<file path="config.mk">
export PLATFORM = sky130hd
export DESIGN_NAME = ladder_delay_timer
export DESIGN_NICKNAME = d
export VERILOG_FILES = /design/src/rtl/dly_tmr_pkg.sv /design/src/rtl/dly_tick_gen.sv /design/src/rtl/dly_accum.sv /design/src/rtl/dly_mode_ctrl.sv /design/src/rtl/ladder_delay_timer.sv
export SDC_FILE = /design/constraint.sdc
export NUM_CORES = 1
export LEC_CHECK = 0
export ABC_AREA = 1
export BUFFER_PORTS_ARGS = -buffer_cell sky130_fd_sc_hd__buf_2
export CORE_ASPECT_RATIO = 1.25
export CORE_MARGIN = 4
export CORE_UTILIZATION = 45
export CTS_BUF_LIST = sky130_fd_sc_hd__clkbuf_8
export CTS_CLUSTER_DIAMETER = 50
export DETAILED_ROUTE_END_ITERATION = 10
export PLACE_DENSITY = 0.67
export SYNTH_ARGS = -nofsm -noshare
export SYNTH_HDL_FRONTEND = slang
export SYNTH_SLANG_ARGS = --single-unit
export TNS_END_PERCENT = 50
</file>
<file path="constraint.sdc">
create_clock -name clk -period 1.7 [get_ports clk]
set_clock_uncertainty 0.05 [all_clocks]
set_input_delay 0.085 -clock clk [delete_from_list [all_inputs] [get_ports clk]]
set_output_delay 0.085 -clock clk [all_outputs]
set_load 0.01 [all_outputs]
</file>
<file path="src/rtl/dly_tmr_pkg.sv">
package dly_tmr_pkg;

  typedef enum logic [1:0] {
    TM_ON_DELAY  = 2'd0,
    TM_RETAIN    = 2'd1,
    TM_OFF_DELAY = 2'd2,
    TM_ON_ALT    = 2'd3
  } tmr_mode_e;

  // Clock cycles in one time-base unit for a given select code.
  function automatic int unsigned base_period(input logic [1:0] sel,
                                              input int unsigned tpm);
    case (sel)
      2'd0:    base_period = tpm;
      2'd1:    base_period = tpm * 10;
      default: base_period = tpm * 100;
    endcase
  endfunction

  // Whether the count has met the preset.
  function automatic logic limit_met(input logic [15:0] cnt,
                                     input logic [15:0] lim);
    limit_met = (cnt >= lim);
  endfunction

endpackage

</file>
<file path="src/rtl/dly_tick_gen.sv">
module dly_tick_gen #(
  parameter int unsigned TICKS_PER_MS = 100000
) (
  input  logic       clk,
  input  logic       rst_n,
  input  logic [1:0] base_sel,
  input  logic       restart,
  output logic       tick
);
  import dly_tmr_pkg::*;

  localparam int unsigned MAX_PERIOD = TICKS_PER_MS * 100;
  localparam int unsigned PW = (MAX_PERIOD > 2) ? $clog2(MAX_PERIOD) : 1;

  logic [PW-1:0] cnt_q;
  logic [PW-1:0] limit;
  logic          wrap;

  assign limit = PW'(base_period(base_sel, TICKS_PER_MS) - 1);
  assign wrap  = (cnt_q >= limit);
  assign tick  = wrap & ~restart;

  always_ff @(posedge clk) begin
    if (!rst_n)                cnt_q <= '0;
    else if (restart || wrap)  cnt_q <= '0;
    else                       cnt_q <= cnt_q + 1'b1;
  end

  // a restart costs a full period, so no tick directly follows it
  a_r10_restart_quiet: assert property (@(posedge clk) disable iff (!rst_n)
    (restart && (TICKS_PER_MS > 1)) |=> !tick);

  // ticks are single-cycle pulses when a period exceeds one clock
  a_r10_tick_pulse: assert property (@(posedge clk) disable iff (!rst_n)
    (tick && (TICKS_PER_MS > 1)) |=> !tick);

endmodule

</file>
<file path="src/rtl/dly_accum.sv">
module dly_accum #(
  parameter int unsigned ACC_W = 16
) (
  input  logic             clk,
  input  logic             rst_n,
  input  logic             clr,
  input  logic             inc,
  input  logic [ACC_W-1:0] preset,
  output logic [ACC_W-1:0] acc
);
  logic [ACC_W-1:0] acc_q;
  logic             below;

  assign below = (acc_q < preset);
  assign acc   = acc_q;

  always_ff @(posedge clk) begin
    if (!rst_n)             acc_q <= '0;
    else if (clr)           acc_q <= '0;
    else if (inc && below)  acc_q <= acc_q + 1'b1;
  end

  // once at or past the preset the count does not move without a clear
  a_r9_hold_at_limit: assert property (@(posedge clk) disable iff (!rst_n)
    (!clr && !below) |=> (acc_q == $past(acc_q)));

  // without a clear the count moves by at most one per cycle
  a_r2_single_step: assert property (@(posedge clk) disable iff (!rst_n)
    !clr |=> ((acc_q == $past(acc_q)) || (acc_q == $past(acc_q) + 1'b1)));

  // a clear always lands the count at zero
  a_r3_clear_zero: assert property (@(posedge clk) disable iff (!rst_n)
    clr |=> (acc_q == '0));

endmodule

</file>
<file path="src/rtl/dly_mode_ctrl.sv">
module dly_mode_ctrl #(
  parameter int unsigned ACC_W = 16
) (
  input  logic             clk,
  input  logic             rst_n,
  input  logic [1:0]       mode,
  input  logic             rung,
  input  logic             hold_clr,
  input  logic             tick,
  input  logic [ACC_W-1:0] acc,
  input  logic [ACC_W-1:0] preset,
  output logic             start,
  output logic             clr,
  output logic             inc,
  output logic             done
);
  import dly_tmr_pkg::*;

  tmr_mode_e m;
  logic      rung_q;
  logic      lat_q;
  logic      lat_d;
  logic      rise;
  logic      fall;
  logic      reached;
  logic      is_ton;
  logic      is_ret;
  logic      is_off;

  assign m       = tmr_mode_e'(mode);
  assign is_ton  = (m == TM_ON_DELAY) || (m == TM_ON_ALT);
  assign is_ret  = (m == TM_RETAIN);
  assign is_off  = (m == TM_OFF_DELAY);
  assign rise    = rung & ~rung_q;
  assign fall    = ~rung & rung_q;
  assign reached = limit_met(16'(acc), 16'(preset));

  always_comb begin
    start = 1'b0;
    clr   = 1'b0;
    inc   = 1'b0;
    done  = 1'b0;
    lat_d = 1'b0;
    if (is_ton) begin
      start = rise;
      clr   = ~rung;
      inc   = rung & tick;
      done  = rung & reached;
    end else if (is_ret) begin
      start = rise;
      clr   = hold_clr;
      inc   = rung & ~hold_clr & tick;
      done  = ~hold_clr & reached;
    end else if (is_off) begin
      start = fall;
      clr   = rung;
      inc   = ~rung & lat_q & tick;
      done  = rung | (lat_q & ~reached);
      lat_d = rung | (lat_q & ~reached);
    end
  end

  always_ff @(posedge clk) begin
    if (!rst_n) begin
      rung_q <= 1'b0;
      lat_q  <= 1'b0;
    end else begin
      rung_q <= rung;
      lat_q  <= lat_d;
    end
  end

  // off-delay output is on whenever the rung is true
  a_r6_off_rung_on: assert property (@(posedge clk) disable iff (!rst_n)
    (is_off && rung) |-> done);

  // the retentive clear wins over the rung
  a_r5_clear_overrides: assert property (@(posedge clk) disable iff (!rst_n)
    (is_ret && hold_clr) |-> !done);

  // the count is zero one edge after the retentive clear
  a_r5_clear_acc: assert property (@(posedge clk) disable iff (!rst_n)
    (is_ret && hold_clr) |=> (acc == '0));

  // a false rung in on-delay mode keeps done off
  a_r3_ton_done_off: assert property (@(posedge clk) disable iff (!rst_n)
    (is_ton && !rung) |-> !done);

  // retentive count is frozen while the rung is false
  a_r4_retain_frozen: assert property (@(posedge clk) disable iff (!rst_n)
    (is_ret && !rung && !hold_clr) |=> (acc == $past(acc)));

endmodule

</file>
<file path="src/rtl/ladder_delay_timer.sv">
module ladder_delay_timer #(
  parameter int unsigned CLK_HZ = 100000000,
  parameter int unsigned ACC_W  = 16
) (
  input  logic             clk,
  input  logic             rst_n,
  input  logic             rung,
  input  logic             hold_clr,
  input  logic [ACC_W-1:0] preset,
  input  logic [1:0]       mode,
  input  logic [1:0]       base_sel,
  output logic [ACC_W-1:0] acc,
  output logic             done
);
  localparam int unsigned TICKS_PER_MS = (CLK_HZ / 1000 > 0) ? CLK_HZ / 1000 : 1;

  logic tick;
  logic start;
  logic clr;
  logic inc;

  dly_tick_gen #(.TICKS_PER_MS(TICKS_PER_MS)) u_tick (
    .clk      (clk),
    .rst_n    (rst_n),
    .base_sel (base_sel),
    .restart  (start),
    .tick     (tick)
  );

  dly_mode_ctrl #(.ACC_W(ACC_W)) u_ctrl (
    .clk      (clk),
    .rst_n    (rst_n),
    .mode     (mode),
    .rung     (rung),
    .hold_clr (hold_clr),
    .tick     (tick),
    .acc      (acc),
    .preset   (preset),
    .start    (start),
    .clr      (clr),
    .inc      (inc),
    .done     (done)
  );

  dly_accum #(.ACC_W(ACC_W)) u_acc (
    .clk    (clk),
    .rst_n  (rst_n),
    .clr    (clr),
    .inc    (inc),
    .preset (preset),
    .acc    (acc)
  );

  // reset leaves the outputs idle
  a_r1_reset_idle: assert property (@(posedge clk)
    !rst_n |=> (acc == '0));

endmodule

</file>
# Word-level counts from Yosys, hierarchy flattened
# Cells that the tools add are included.
dict set report word_totals {
  regBits 42
  inputBits 24
  out_inout_bits 17
}
dict set report op_classes {
  n_addsub 3
  n_lt_le_gt_ge 3
  n_eq_ne 4
  muxes 13
  bitwise_logic 18
  reduce_logical 8
}
# op n
set ops {}
lappend ops {{$pmux W24 S2} 1}
lappend ops {{$add A24 B1 Y24 const B} 1}
lappend ops {{$ge A24 B24 Y1} 1}
lappend ops {{$sub A24 B1 Y24 const B} 1}
lappend ops {{$add A16 B1 Y16 const B} 1}
lappend ops {{$ge A16 B16 Y1} 1}
lappend ops {{$lt A16 B16 Y1} 1}
lappend ops {{$mux W1} 12}
lappend ops {{$and A1 B1 Y1} 11}
lappend ops {{$not A1 Y1} 6}
lappend ops {{$eq A2 B1 Y1 const B} 2}
lappend ops {{$eq A2 B2 Y1 const B} 2}
lappend ops {{$logic_not A2 Y1} 2}
lappend ops {{$reduce_or A2 Y1} 2}
lappend ops {{$reduce_or A3 Y1} 1}
lappend ops {{$logic_or A1 B1 Y1} 2}
lappend ops {{$logic_and A1 B1 Y1} 1}
lappend ops {{$or A1 B1 Y1} 1}

# Longest topological paths before layout
# Gate-level depths: netlist of run 1.
dict set report depth {
  depth_word 12
  mapped_depth 16
  ltp_nobuf 15
}

# Cells and area by module
# Synthesis of run 1 repeated with hierarchy kept, for this count alone.
dict set report hier_totals {
  cells_unflattened 609
  hier_area_um2 3811.2
}
# module instances cells_each area_each_um2
set modules_own_cells {}
lappend modules_own_cells {dly_tick_gen 1 263 1732.9}
lappend modules_own_cells {dly_accum 1 245 1435.1}
lappend modules_own_cells {dly_mode_ctrl 1 101 643.1}

# Least setup slack after synthesis of run 1
# No wires, ideal clock.
dict set report synth_path {
  kind {flip-flop to flip-flop}
  start {register u_acc.acc_q[2] (netlist: u_acc.acc[2])}
  end {register u_acc.acc_q[11] (netlist: u_acc.acc[11])}
  arrival_time_ns 1.651
  slack_ns -0.133
  path_stages_with_launch 15
  path_buffers 1
  period_less_slack_ns 1.833
  cell_sequence {dfxtp_1 > ha_1 > nand2_1 > inv_1 > nand2_1 > nand2_1 > nand2_1 > nand2_1 > nand2_1 > nand2_1 > nor2_4 > nand2_4 > buf_6 > nand2_1 > a21oi_1}
}
dict set report synth_via {
  elab_chain_cells 2
  elab_cells_between_ends 3
  classes_between {add/sub: 1; order compare: 1; reduce/logical: 1}
}
# element line
set synth_lines {}
lappend synth_lines {{start, declared} dly_accum.sv:11} ;# logic [ACC_W-1:0] acc_q;
lappend synth_lines {{start signal, assigned} dly_accum.sv:20} ;# else if (inc && below) acc_q <= acc_q + 1'b1;
lappend synth_lines {{$lt A16 B16 Y1} dly_accum.sv:14} ;# assign below = (acc_q < preset);
lappend synth_lines {{$logic_and A1 B1 Y1} dly_accum.sv:20}
# Several ways; a longest one is shown, not always the timed one.
# A chain may end at the register's enable or synchronous reset.

# Worst setup path in the final report of run 1
dict set report layout_path {
  start {register u_acc.acc_q[11] (netlist: u_acc.acc[11])}
  end {register u_acc.acc_q[15] (netlist: u_acc.acc[15])}
}
# The elaborated chain is that of the path after synthesis.

==> results.md, run 1 <==
- Status: complete, but fails checks
- Failing checks: setup timing
- CP Data Arrival Time: 2190 ps
- Synth cell types: 36
- Setup violators final: 42
- Synthesized cell area: 3100 µm²
- Post-DP HPWL: 6360 µm
- Die Span Y: 101 µm
- Routed Wire Length: 8760 µm
- Initial DRC count: 77
- CP Launch Type: flip-flop
- Most frequent cell after synthesis: nand2_1
- WP data required: 1870 ps
- WS Path Type: flip-flop to flip-flop
- VDD IR-drop max: 0.000411 V
- # DRC: 0
- Synth Instances: 444
- F_max: 0.496 GHz
- Main synth FF type: dfxtp_1
- Worst Path Buf+Inv: 3
- Die Span X: 82.2 µm
- Number of diodes: 0
- Most frequent CP cell: nand2_2
- Mean Syn Cell Area: 6.98 µm²
- CP max stage delay: 360 ps
- I/O Buffers: 40
- Seq/Total Area, Yosys: 0.271
- ANT nets after route: 0
- CTS tree: built
- Core footprint: 6650 µm²
- Commonest cells in the netlist: nand2_1, inv_1, nor2_1
- Final Max Tran Viols: 0
- Die area: 8290 µm²
- Vias in the first global route: 3435
- Largest net degree at the start of global routing: 17
- Register bit total from synthesis: 42
- RSZ-0062 raised after global routing: yes
- TritonCTS Sinks: 42
- MaxCap Viol Count: 0
- Hold WC Path Type: primary input to flip-flop
- Period utilization: 1.19
- Nets@finish: 617
- Initial Util: 0.466
- Finished Core Util: 0.689
- Wire per inst: 13.5 µm
- Hold buffers post-CTS: 0
- Slew HR: 0.684
- RD Place Congestion: 0.896
- 1st-pass router iterations: 4
- Level count of the clock H-tree: 2
- Total GRT Usage: 0.223
- Leading area contributor after synthesis: dfxtp_1
- Area share of the largest cell type after synthesis: 0.271
- Worst Path Max Fanout: 6
- Critical Path, Cell by Cell: ha_4, a21oi_1, nand2_2, a21oi_4, nand2_2, buf_4, nor2_4, buf_12, buf_8, nand3_1, a21oi_2
- CP Capture Type: flip-flop
- Global-route wire length before repair: 14500 µm
- Synthesis-to-finish area growth: 47.7%
- FF-to-FF setup slack: -320 ps
- Post-synth net total: 499
- Syn. warnings: 0
- Num rows: 33
- CTS buffer count: 5
- I/O pins: 41
- Multi-input logic area: 2350 µm²
- Leakage: 1.99 nW
- Storage element area: 886 µm²
- Final setup TNS: -7370 ps
- Power Dens Cells: 426 nW/µm²
- Fill count: 578
- Max Buffers Root-to-Sink: 2
- Post-synth EDFFs: 0
- Number of vias per cell: 5.07
- Clk Latency, worst-skew pair: 290 ps
- Clk slew on worst S/H paths: 80 ps
- Top post-synthesis cells by area: dfxtp_1, ha_1, nand2_1
- Initial antenna violation count: 0
- Total gr overflow: 0
- Worst-Margin Slew: 469 ps
- Post-synth ARST share: 0
- Vias: 3294
- Setup slack after layout: -318 ps
- Layout cells sized above 1: 0.412
- Fin crit period: 2020 ps
- Crit-path slowest cell: dfxtp_4
- Clock root cell: clkbuf_8
- Hold Violations, Final: 0
- Delay-heaviest family, CP: compound AO/OA/AOI/OAI gates
==> tightest hold or removal path: stages <==
cell and delay, ps:
buf_2 140, nand2_1 60, inv_1 30
==> cells in the final DEF, fill, tap and decap left out, drive strengths merged <==
| cell type | Yosys | routed |
|---|---|---|
| a21o | 2 | 2 |
| a21boi | 1 | 1 |
| and3 | 1 | 1 |
| xnor2 | 9 | 9 |
| nor3b | 2 | 2 |
| a31oi | 1 | 1 |
| nor2 | 50 | 50 |
| or2 | 6 | 6 |
| o21ai | 6 | 6 |
| xor2 | 16 | 16 |
| nand2 | 90 | 91 |
| nor3 | 20 | 20 |
| o211a | 1 | 1 |
| a21oi | 38 | 38 |
| ha | 31 | 31 |
| dfxtp | 42 | 42 |
| buf | 5 | 116 |
| nand4 | 10 | 10 |
| nand3b | 2 | 2 |
| inv | 66 | 69 |
| nor4 | 1 | 1 |
| clkbuf | 2 | 6 |
| nand3 | 42 | 42 |
==> sequential cells by signal (all words and copies together) (netlist names) <==
name           flops
u_acc.acc         16
u_tick.cnt_q      24
u_ctrl.lat_q       1
u_ctrl.rung_q      1
==> where the power goes <==
| group | internal [mW] | switching, mW | total, mW |
|---|---|---|---|
| Sequential | 0.985 | 0.00786 | 0.993 |
| Clock | 0.274 | 0.334 | 0.609 |
| Combinational | 0.176 | 0.174 | 0.351 |
==> per-layer routing <==
| layer | global-route usage | part of all wire |
|---|---|---|
| met1 | 0.216 | 0.37 |
| met2 | 0.447 | 0.56 |
| met3 | 0.0277 | 0.028 |
| met4 | 0.0959 | 0.040 |
| met5 | 0 | 0 |
==> area by class of cell <==
| type | instances | share of cell area |
|---|---|---|
| multi-input combinational | 330 | 0.514 |
| clock buffer | 5 | 0.0150 |
| clock inverter | 3 | 0.00246 |
| sequential | 42 | 0.194 |
| tap | 87 | 0.0238 |
| inverter | 66 | 0.0541 |
| timing repair buffer | 117 | 0.197 |
==> through the flow <==
stage / hold slack, ps / cells / cell area (µm²) / worst slack, ps / total power, mW
floorplan: 128 / 444 / 3220 / 1.50 / 1.15
global placement: 303 / 627 / 3990 / -366 / 1.26
detailed placement: 303 / 627 / 3990 / -440 / 1.27
CTS: 3.07 / 649 / 4480 / -293 / 1.96
global route: 29.1 / 650 / 4580 / -407 / 2.05
finish: 28.3 / 650 / 4580 / -318 / 1.95
==> kinds of logic after synthesis <==
kind of cell,Yosys count,synth area share
and+or+nand+nor,224,0.339
buffers and inverters,73,0.0981
AOI/OAI and AO/OA,49,0.0957
DFF,42,0.271
adders and majority gates,31,0.125
xor gates and xnor gates,25,0.0706
==> worst paths after layout <==
| check | from | endpoint | depth (start not counted) |
|---|---|---|---|
| setup / recovery | u_acc.acc[11]$_SDFFE_PP0P_ | u_acc.acc[15]$_SDFFE_PP0P_ | 11 |
| hold / removal | rst_n | u_ctrl.rung_q$_SDFF_PN0_ | 3 |
| hold reg to reg | u_tick.cnt_q[0]$_SDFF_PP0_ | u_tick.cnt_q[0]$_SDFF_PP0_ | 1 |
| setup reg to reg | u_acc.acc[11]$_SDFFE_PP0P_ | u_acc.acc[15]$_SDFFE_PP0P_ | 11 |
==> timing repair <==
item | CTS | global route
resized for setup | 55 | 17
setup endpoints to repair | 41 | 42
cloned | 2 | 1
setup buffers | 12 | 1
pin swaps | 35 | 11
Note: power is estimated with default switching activity, not from simulation.
==> run 2, diff against run 1 <==
--- a/config.mk
+++ b/config.mk
@@ -10,7 +10,6 @@
 export CORE_ASPECT_RATIO = 1.25
 export CORE_MARGIN = 4
 export CORE_UTILIZATION = 45
-export CTS_BUF_LIST = sky130_fd_sc_hd__clkbuf_8
 export CTS_CLUSTER_DIAMETER = 50
 export DETAILED_ROUTE_END_ITERATION = 10
 export PLACE_DENSITY = 0.67
==> results.md, run 2 (same netlist as run 1, synthesis figures left out) <==
- CP max stage delay: 360 ps (about the same)
- Status: complete, but fails checks (unchanged)
- Num rows: 33 (unchanged)
- Worst Hold Depth: 3 (unchanged)
- Vias: 3311 (was 3294)
- Leakage: 1.97 nW (was 1.99 nW)
- Crit-path slowest cell: dfxtp_4 (unchanged)
- VDD IR-drop max: 0.000411 V (about the same)
- WP data required: 1870 ps (about the same)
- Power Dens Cells: 429 nW/µm² (was 426 nW/µm²)
- TritonCTS Sinks: 42 (unchanged)
- Die area: 8290 µm² (unchanged)
- Reg2Reg Depth: 11 (unchanged)
- Layout cells sized above 1: 0.412 (unchanged)
- Nets@finish: 617 (unchanged)
- Multi-input logic area: 2350 µm² (unchanged)
- Synthesis-to-finish area growth: 47.7% (unchanged)
- Number of vias per cell: 5.09 (was 5.07)
- Core footprint: 6650 µm² (unchanged)
- Die Span Y: 101 µm (unchanged)
- Worst Path Max Fanout: 6 (unchanged)
- Level count of the clock H-tree: 2 (unchanged)
- Storage element area: 886 µm² (unchanged)
- Initial Util: 0.466 (unchanged)
- Failing checks: setup timing (unchanged)
- Pre-CTS setup slack: -440 ps (unchanged)
- Clock root cell: clkbuf_8 (unchanged)
- RD Place Congestion: 0.896 (unchanged)
- Slew HR: 0.684 (unchanged)
- CTS tree: built (unchanged)
- Total gr overflow: 0 (unchanged)
- Post-DP HPWL: 6360 µm (unchanged)
- FF-to-FF setup slack: -310 ps (was -320 ps)
- 1st-pass router iterations: 5 (was 4)
- Largest net degree at the start of global routing: 17 (unchanged)
- WS Path Type: flip-flop to flip-flop (unchanged)
- Most frequent CP cell: nand2_2 (unchanged)
- Vias in the first global route: 3435 (unchanged)
- Worst r2r src: u_acc.acc[11]$_SDFFE_PP0P_ (unchanged)
- Period utilization: 1.19 (about the same)
- Number of diodes: 0 (unchanged)
- Routed Wire Length: 8730 µm (was 8760 µm)
- Setup slack after layout: -315 ps (was -318 ps)
- Worst-Margin Slew: 469 ps (about the same)
- Max Buffers Root-to-Sink: 2 (unchanged)
- Placed Cells: 627 (unchanged)
- Hold Violations, Final: 0 (unchanged)
- Critical Path, Cell by Cell: ha_4, a21oi_1, nand2_2, a21oi_4, nand2_2, buf_4, nor2_4, buf_12, buf_8, nand3_1, a21oi_2 (unchanged)
- Hold WC Path Type: primary input to flip-flop (unchanged)
- R2R Path End: u_acc.acc[15]$_SDFFE_PP0P_ (unchanged)
- F_max: 0.496 GHz (about the same)
- Die Span X: 82.2 µm (unchanged)
- Fin crit period: 2010 ps (was 2020 ps)
- Final setup TNS: -7270 ps (was -7370 ps)
- Clk slew on worst S/H paths: 80 ps (about the same)
- RSZ-0062 raised after global routing: yes (unchanged)
- ANT nets after route: 0 (unchanged)
- Initial DRC count: 76 (was 77)
- Most common cell after layout, fill and taps aside: nand2_1 (unchanged)
- MaxCap Viol Count: 0 (unchanged)
- CTS buffer count: 5 (unchanged)
- Setup violators final: 41 (was 42)
- I/O pins: 41 (unchanged)
- Wire per inst: 13.4 µm (was 13.5 µm)
- Hold Path End: u_ctrl.rung_q$_SDFF_PN0_ (unchanged)
- Fill count: 578 (unchanged)
- Number of flip-flops in the largest register: 24 (unchanged)
- CP Capture Type: flip-flop (unchanged)
- I/O Buffers: 40 (unchanged)
- Post-Layout Cell Count: 650 (unchanged)
- # DRC: 0 (unchanged)
- Top reg by flops: u_tick.cnt_q (unchanged)
- Most frequent cells in the layout: nand2_1, buf_4, inv_1, nor2_1, buf_2 (was nand2_1, inv_1, buf_4, nor2_1, buf_2)
- CP Launch Type: flip-flop (unchanged)
- Final Max Tran Viols: 0 (unchanged)
- Clk Latency, worst-skew pair: 290 ps (about the same)
- Initial antenna violation count: 0 (unchanged)
- Total GRT Usage: 0.223 (unchanged)
- Global-route wire length before repair: 14500 µm (unchanged)
- Hold_sp: rst_n (unchanged)
- CP Data Arrival Time: 2180 ps (was 2190 ps)
==> run 2: stage by stage <==
stage | hold WS, ps | utilization | total power [mW] | instance area [µm²]
2_1_floorplan | 128 | - | 1.15 | 3220
4_1_cts | 3.37 | 0.674 | 1.97 | 4480
3_5_place_dp | 303 | 0.600 | 1.27 | 3990
6_report | 30.6 | 0.689 | 1.96 | 4580
5_1_grt | 29.3 | 0.689 | 2.07 | 4580
3_3_place_gp | 303 | 0.600 | 1.26 | 3990
==> run 2: repair_timing <==
action / 4_1_cts / 5_1_grt
cloned: 2 / 1
pin swaps: 35 / 11
resized for setup: 55 / 17
hold buffers: 0 / 0
buffers inserted: 12 / 1
endpoints found under the setup margin: 41 / 42
==> run 2: worst max path at each step <==
stage / from / end / slack (ps) / cells past startpoint
2_1_floorplan: u_tick.cnt_q[7]$_SDFF_PP0_ / u_tick.cnt_q[20]$_SDFF_PP0_ / 1 / 11
3_3_place_gp: base_sel[1] / u_acc.acc[7]$_SDFFE_PP0P_ / -370 / 13
3_5_place_dp: base_sel[1] / u_acc.acc[15]$_SDFFE_PP0P_ / -440 / 13
4_1_cts: u_acc.acc[9]$_SDFFE_PP0P_ / done / -290 / 11
5_1_grt: u_acc.acc[11]$_SDFFE_PP0P_ / u_acc.acc[15]$_SDFFE_PP0P_ / -410 / 11
6_report: u_acc.acc[11]$_SDFFE_PP0P_ / u_acc.acc[15]$_SDFFE_PP0P_ / -310 / 11
==> run 2: power by group <==
group	switching, mW	leakage [nW]	total [mW]	internal (mW)
combinational	0.173	1.58	0.350	0.176
clock	0.328	0.0395	0.621	0.292
sequential	0.00787	0.354	0.993	0.985
==> run 2: per-layer routing <==
metal / vias up / part of all wire / routed length [µm] / global-route usage
li1: 1683 / - / - / -
met1: 1525 / 0.36 / 3140 / 0.216
met2: 75 / 0.57 / 4940 / 0.447
met3: 28 / 0.033 / 289 / 0.0277
met4: 0 / 0.041 / 354 / 0.0959
met5: - / 0 / 0 / 0
==> run 2: layout make-up <==
type,count,area share
inverters,66,0.0541
multi-input cells,330,0.514
repair buffers,117,0.197
clock buffers,8,0.0175
well taps,87,0.0238
flip-flops and latches,42,0.194
==> run 2: worst max-delay path, delay by kind of cell (launching register included) <==
| kind | cells | cell delay (ps) |
|---|---|---|
| AOI/OAI and AO/OA | 3 | 540 |
| adders and majority gates | 1 | 240 |
| buffers and inverters | 3 | 400 |
| DFF | 1 | 360 |
| and+or+nand+nor | 4 | 350 |
